`config.mk`:
```
export PLATFORM = sky130hd
export DESIGN_NAME = cfg_plane_store
export DESIGN_NICKNAME = d
export VERILOG_FILES = /design/src/rtl/cps_pkg.sv /design/src/rtl/cps_swap_ctrl.sv /design/src/rtl/cps_plane_bank.sv /design/src/rtl/cps_ureg_bank.sv /design/src/rtl/cfg_plane_store.sv
export SDC_FILE = /design/constraint.sdc
export NUM_CORES = 2
export LEC_CHECK = 0
export BUFFER_PORTS_ARGS = -buffer_cell sky130_fd_sc_hd__buf_2
export CORE_ASPECT_RATIO = 1.1
export CORE_MARGIN = 10
export CORE_UTILIZATION = 28
export DETAILED_ROUTE_END_ITERATION = 12
export PLACE_DENSITY = 0.48
export SYNTH_ARGS = -nofsm -noshare
export SYNTH_HDL_FRONTEND = slang
export SYNTH_HIERARCHICAL = 1
export SYNTH_SLANG_ARGS = --single-unit
```
`constraint.sdc`:
```
create_clock -name clk_i -period 5.8 [get_ports clk_i]
set_clock_uncertainty 0.2 [all_clocks]
set_input_delay 1.16 -clock clk_i [delete_from_list [all_inputs] [get_ports clk_i]]
set_output_delay 1.16 -clock clk_i [all_outputs]
set_load 0.05 [all_outputs]
```
`src/rtl/cps_pkg.sv`:
```
package cps_pkg;
  typedef enum logic [1:0] {
    SWAP_NONE   = 2'd0,
    SWAP_TAKE   = 2'd1,
    SWAP_REJECT = 2'd2
  } swap_evt_e;
endpackage

```
`src/rtl/cps_swap_ctrl.sv`:
```
module cps_swap_ctrl #(
  parameter int WORDS = 16,
  localparam int AW = $clog2(WORDS)
) (
  input  logic                clk_i,
  input  logic                rst_ni,
  input  logic                swap_i,
  input  logic                wr_en_i,
  input  logic [AW-1:0]       wr_addr_i,
  output logic                sel_o,
  output logic                ready_o,
  output logic                err_o,
  output cps_pkg::swap_evt_e  evt_o
);
  localparam logic [AW-1:0] LAST = AW'(WORDS - 1);

  logic sel_q, ready_q, err_q;

  always_comb begin
    if (!swap_i)       evt_o = cps_pkg::SWAP_NONE;
    else if (ready_q)  evt_o = cps_pkg::SWAP_TAKE;
    else               evt_o = cps_pkg::SWAP_REJECT;
  end

  always_ff @(posedge clk_i or negedge rst_ni) begin
    if (!rst_ni) begin
      sel_q   <= 1'b0;
      ready_q <= 1'b0;
      err_q   <= 1'b0;
    end else begin
      err_q <= (evt_o == cps_pkg::SWAP_REJECT);
      if (evt_o == cps_pkg::SWAP_TAKE) begin
        sel_q   <= ~sel_q;
        ready_q <= 1'b0;  // a simultaneous write hits the new active bank
      end else if (wr_en_i && wr_addr_i == LAST) begin
        ready_q <= 1'b1;
      end
    end
  end

  assign sel_o   = sel_q;
  assign ready_o = ready_q;
  assign err_o   = err_q;
endmodule

```
`src/rtl/cps_plane_bank.sv`:
```
module cps_plane_bank #(
  parameter int WORDS = 16,
  parameter int WIDTH = 32,
  parameter int NUREG = 4,
  localparam int AW = $clog2(WORDS)
) (
  input  logic                   clk_i,
  input  logic                   rst_ni,
  input  logic                   sel_i,
  input  logic                   wr_en_i,
  input  logic [AW-1:0]          wr_addr_i,
  input  logic [WIDTH-1:0]       wr_data_i,
  output logic [WORDS*WIDTH-1:0] cfg_o,
  output logic [NUREG*WIDTH-1:0] shd_init_o,
  output logic [NUREG-1:0]       shd_keep_o
);
  logic [WIDTH-1:0] plane_q [2][WORDS];
  logic             shd;

  assign shd = ~sel_i;

  always_ff @(posedge clk_i or negedge rst_ni) begin
    if (!rst_ni) begin
      for (int p = 0; p < 2; p++)
        for (int w = 0; w < WORDS; w++)
          plane_q[p][w] <= '0;
    end else if (wr_en_i) begin
      plane_q[shd][wr_addr_i] <= wr_data_i;
    end
  end

  for (genvar w = 0; w < WORDS; w++) begin : g_out
    assign cfg_o[w*WIDTH +: WIDTH] = plane_q[sel_i][w];
  end

  for (genvar k = 0; k < NUREG; k++) begin : g_init
    assign shd_init_o[k*WIDTH +: WIDTH] = plane_q[shd][k];
  end

  assign shd_keep_o = plane_q[shd][WORDS-1][NUREG-1:0];
endmodule

```
`src/rtl/cps_ureg_bank.sv`:
```
module cps_ureg_bank #(
  parameter int WIDTH = 32,
  parameter int NUREG = 4,
  localparam int UIW = (NUREG > 1) ? $clog2(NUREG) : 1
) (
  input  logic                   clk_i,
  input  logic                   rst_ni,
  input  cps_pkg::swap_evt_e     evt_i,
  input  logic [NUREG*WIDTH-1:0] init_i,
  input  logic [NUREG-1:0]       keep_i,
  input  logic                   we_i,
  input  logic [UIW-1:0]         idx_i,
  input  logic [WIDTH-1:0]       wdata_i,
  output logic [NUREG*WIDTH-1:0] ureg_o
);
  for (genvar k = 0; k < NUREG; k++) begin : g_reg
    logic [WIDTH-1:0] q;
    logic             reload;

    assign reload = (evt_i == cps_pkg::SWAP_TAKE) && !keep_i[k];

    always_ff @(posedge clk_i or negedge rst_ni) begin
      if (!rst_ni)                            q <= '0;
      else if (reload)                        q <= init_i[k*WIDTH +: WIDTH];
      else if (we_i && idx_i == UIW'(k))      q <= wdata_i;
    end

    assign ureg_o[k*WIDTH +: WIDTH] = q;
  end
endmodule

```
`src/rtl/cfg_plane_store.sv`:
```
module cfg_plane_store #(
  parameter int WORDS = 16,
  parameter int WIDTH = 32,
  parameter int NUREG = 4,
  localparam int AW  = $clog2(WORDS),
  localparam int UIW = (NUREG > 1) ? $clog2(NUREG) : 1
) (
  input  logic                   clk_i,
  input  logic                   rst_ni,
  input  logic                   wr_en_i,
  input  logic [AW-1:0]          wr_addr_i,
  input  logic [WIDTH-1:0]       wr_data_i,
  input  logic                   swap_i,
  input  logic                   ureg_we_i,
  input  logic [UIW-1:0]         ureg_idx_i,
  input  logic [WIDTH-1:0]       ureg_wdata_i,
  output logic [WORDS*WIDTH-1:0] cfg_o,
  output logic                   active_plane_o,
  output logic                   shadow_ready_o,
  output logic                   swap_err_o,
  output logic [NUREG*WIDTH-1:0] ureg_o
);
  cps_pkg::swap_evt_e     evt;
  logic                   sel;
  logic [NUREG*WIDTH-1:0] shd_init;
  logic [NUREG-1:0]       shd_keep;

  cps_swap_ctrl #(.WORDS(WORDS)) u_ctrl (
    .clk_i     (clk_i),
    .rst_ni    (rst_ni),
    .swap_i    (swap_i),
    .wr_en_i   (wr_en_i),
    .wr_addr_i (wr_addr_i),
    .sel_o     (sel),
    .ready_o   (shadow_ready_o),
    .err_o     (swap_err_o),
    .evt_o     (evt)
  );

  cps_plane_bank #(.WORDS(WORDS), .WIDTH(WIDTH), .NUREG(NUREG)) u_bank (
    .clk_i      (clk_i),
    .rst_ni     (rst_ni),
    .sel_i      (sel),
    .wr_en_i    (wr_en_i),
    .wr_addr_i  (wr_addr_i),
    .wr_data_i  (wr_data_i),
    .cfg_o      (cfg_o),
    .shd_init_o (shd_init),
    .shd_keep_o (shd_keep)
  );

  cps_ureg_bank #(.WIDTH(WIDTH), .NUREG(NUREG)) u_ureg (
    .clk_i   (clk_i),
    .rst_ni  (rst_ni),
    .evt_i   (evt),
    .init_i  (shd_init),
    .keep_i  (shd_keep),
    .we_i    (ureg_we_i),
    .idx_i   (ureg_idx_i),
    .wdata_i (ureg_wdata_i),
    .ureg_o  (ureg_o)
  );

  assign active_plane_o = sel;
endmodule

```
==> flow_metrics.tcl <==
set metrics [dict create \
    synth.distinct_cells 32 \
    place.gp.congestion 0.757 \
    cts_setup_buffers 0 \
    status "complete, no violations" \
    synth_area_leaders "dfrtp_1 56%, mux2_2 36%, buf_2 1.9%" \
    ff2ff_path_depth 5 \
    cts_hold_repair.buffers 0 \
    cp.required_ps 4440 \
    post_drt_wl_per_cell_um 27.4 \
    grt-ovfl-total 0 \
    finalNetCount 4284 \
    hold_viol 0 \
    gr-usage-met2 0.280 \
    avgSynthCellArea_um2 14.5 \
    die_h_um 472 \
    ir_worst_vdd_uv 462 \
    core.rowCount 165 \
    final-setup-viol-count 0 \
    finalCritPeriodShare 0.813 \
    grt_use_total 0.176 \
    power.density_nw_per_um2 655 \
    synthXorXnorAreaFrac 0.000312 \
    synth-main-ff-cell "dfrtp_1" \
    synth_top_family_by_area "multiplexers" \
    synth-seq-cells 1155 \
    power_w 0.0410 \
    top_usage_layer "met2" \
    cp_slowest_cell "dfrtp_4" \
    timing.final.ws_setup_ps 1080 \
    cts_buffer_depth 3 \
    maxSlewViolCount 0 \
    r2r-start "u_ctrl/sel_o" \
    ys_seq_area_frac 0.555 \
    fmax_ghz 0.212 \
    finalCriticalPeriod_ps 4720 \
    grt_pass1_wl_um 264000 \
    synth_top_area_share 0.555 \
    yosys.area_share.simple 0.0181 \
    start_kind "register" \
    fillers 18300 \
    use_met1 0.231 \
    synth_edf_count 0 \
    clk_pin_slew_ps 60 \
    leakagePower_nw 29.8 \
    dpl.hpwl_um 124000 \
    dr.pass1.iters 5 \
    drive_gt1_frac 0.631 \
    boundaryPins 718 \
    core-area_um2 184000 \
    cts-root-buf "clkbuf_16" \
    chipWidth_um 431 \
    syn_nets 3673 \
    viasPerCell 4.82 \
    synth_largest_area_cell "dfrtp_1" \
    crit_path_max_fanout 155 \
    cts_buffers 137 \
    layout_commonest_cell "mux2_2" \
    worstSkewPairLatency_ps 780 \
    criticalPathCategory "reg -> out" \
    drtIter0Drc 1946 \
    postSynthCellCount 3598 \
    tightest_slew_ps 1330 \
    start_util 0.282 \
    postRouteAntennaNets 0 \
    final_cell_mix "1650 x mux2_2, 1154 x dfrtp_1, 716 x buf_2, 139 x clkbuf_16, 130 x nand2_1" \
    grt_max_degree 156 \
    async_reset_ff_frac 1.00 \
    cts_resized 0 \
    grt_pass1_vias 34500 \
    final_core_utilization 0.340 \
    design_area_um2 62600 \
    h-tree-depth 4 \
    drv_cap 0 \
    yosysWarnings 6 \
    drc 0 \
    cpPeakStageDelay_ps 980 \
    synth.area.mux_share 0.361 \
    die_area_um2 204000 \
    drt_wl_total_um 185000 \
    cts_tree "built" \
    fin_tns_setup_ps 0 \
    arrival_ps 3360 \
    io_buffers 717 \
    endpoint_kind "output pin" \
    antenna_found_initial 5 \
    cts_sinks 1155 \
    grt_util_met3 0.0464 \
    hp-class "in -> async" \
    synth_fa_ha_area_frac 0 \
    rsz0062_at_grt "no" \
    area_growth_pct 20.3 \
    slew_headroom 0.107 \
    pre_cts_ws_ps 1710 \
    r2r_setup_slack_ps 1980 \
    syn-cell-area_um2 52100 \
    place_area_um2 58100 \
    num_vias 32500 \
    r2r-end "u_bank/plane_q[365]" \
    synth_compound_area_frac 0.0363 \
    worstPathCellList "buf_12 > mux2_2 > buf_2" \
]
[synthesized netlist by cell type, drive strengths merged (2+ instances only)]
library cell,instances
a21oi,128
nand2b,6
buf,211
and3b,2
and4bb,3
dfrtp,1155
clkbuf,110
a2bb2oi,128
nor2b,6
nor2,13
nand2,142
nand3,2
nand4b,3
and3,2
mux2,1668
nor3b,5
nand3b,2
nor3,4
[sequential cells by signal (all words and copies together) (netlist names)]
register,cells
u_bank/plane_q,1024
u_ctrl/err_o,1
u_ctrl/ready_o,1
u_ctrl/sel_o,1
u_ureg/g.q,128
[stage by stage]
stage	hold WS [ps]	cells
after global placement	262	6491
after global routing	192	6733
after floorplan	252	3598
final	203	6743
after detailed placement	268	6491
after CTS	151	6733
[layout make-up]
cell class              instances  area [µm²]  share of cell area
flip-flops and latches       1155       28900               0.462
diodes                         10        25.0            0.000400
repair buffers                793        4290              0.0686
well taps                    2421        3030              0.0484
clock inverters                34         449             0.00717
clock buffers                 208        4070              0.0650
multi-input cells            2122       21800               0.349
[worst max-delay path: cells and delay by family (launching register included)]
family,cells,cell delay (ps)
DFF,1,980
buffers and inverters,2,810
muxes,1,460
[metal layers]
metal / share of wire / up-vias
met5: 0.000070 / -
met4: 0.033 / 2
met3: 0.061 / 234
met2: 0.46 / 860
met1: 0.45 / 17200
li1: - / 14200
[power by group]
part	total, W	internal [W]	leakage, nW	switching [W]
combinational	0.0197	0.00647	12.8	0.0133
clock	0.00868	0.00509	2.21	0.00360
sequential	0.0126	0.0109	14.8	0.00167
total	0.0410	0.0225	29.8	0.0185
[worst max-delay path by stage]
| stage | start | cells after the start | end |
|---|---|---|---|
| floorplan | u_ctrl/sel_o | 5 | cfg_o[320] |
| global placement | wr_addr_i[0] | 5 | u_bank/plane_q[784] |
| detailed placement | wr_addr_i[0] | 5 | u_bank/plane_q[783] |
| CTS | u_ctrl/sel_o | 3 | cfg_o[110] |
| global route | u_ctrl/sel_o | 3 | cfg_o[110] |
| finish | u_ctrl/sel_o | 3 | cfg_o[110] |
[kinds of logic (layout without fill, tap and decap cells)]
group | Yosys count | in the layout
AOI/OAI and AO/OA | 257 | 257
xor gates and xnor gates | 1 | 1
buffers and inverters | 321 | 1035
DFF | 1155 | 1155
muxes | 1668 | 1668
other | 0 | 10
and+or+nand+nor | 196 | 196
Power figures use the tool's default switching activity.
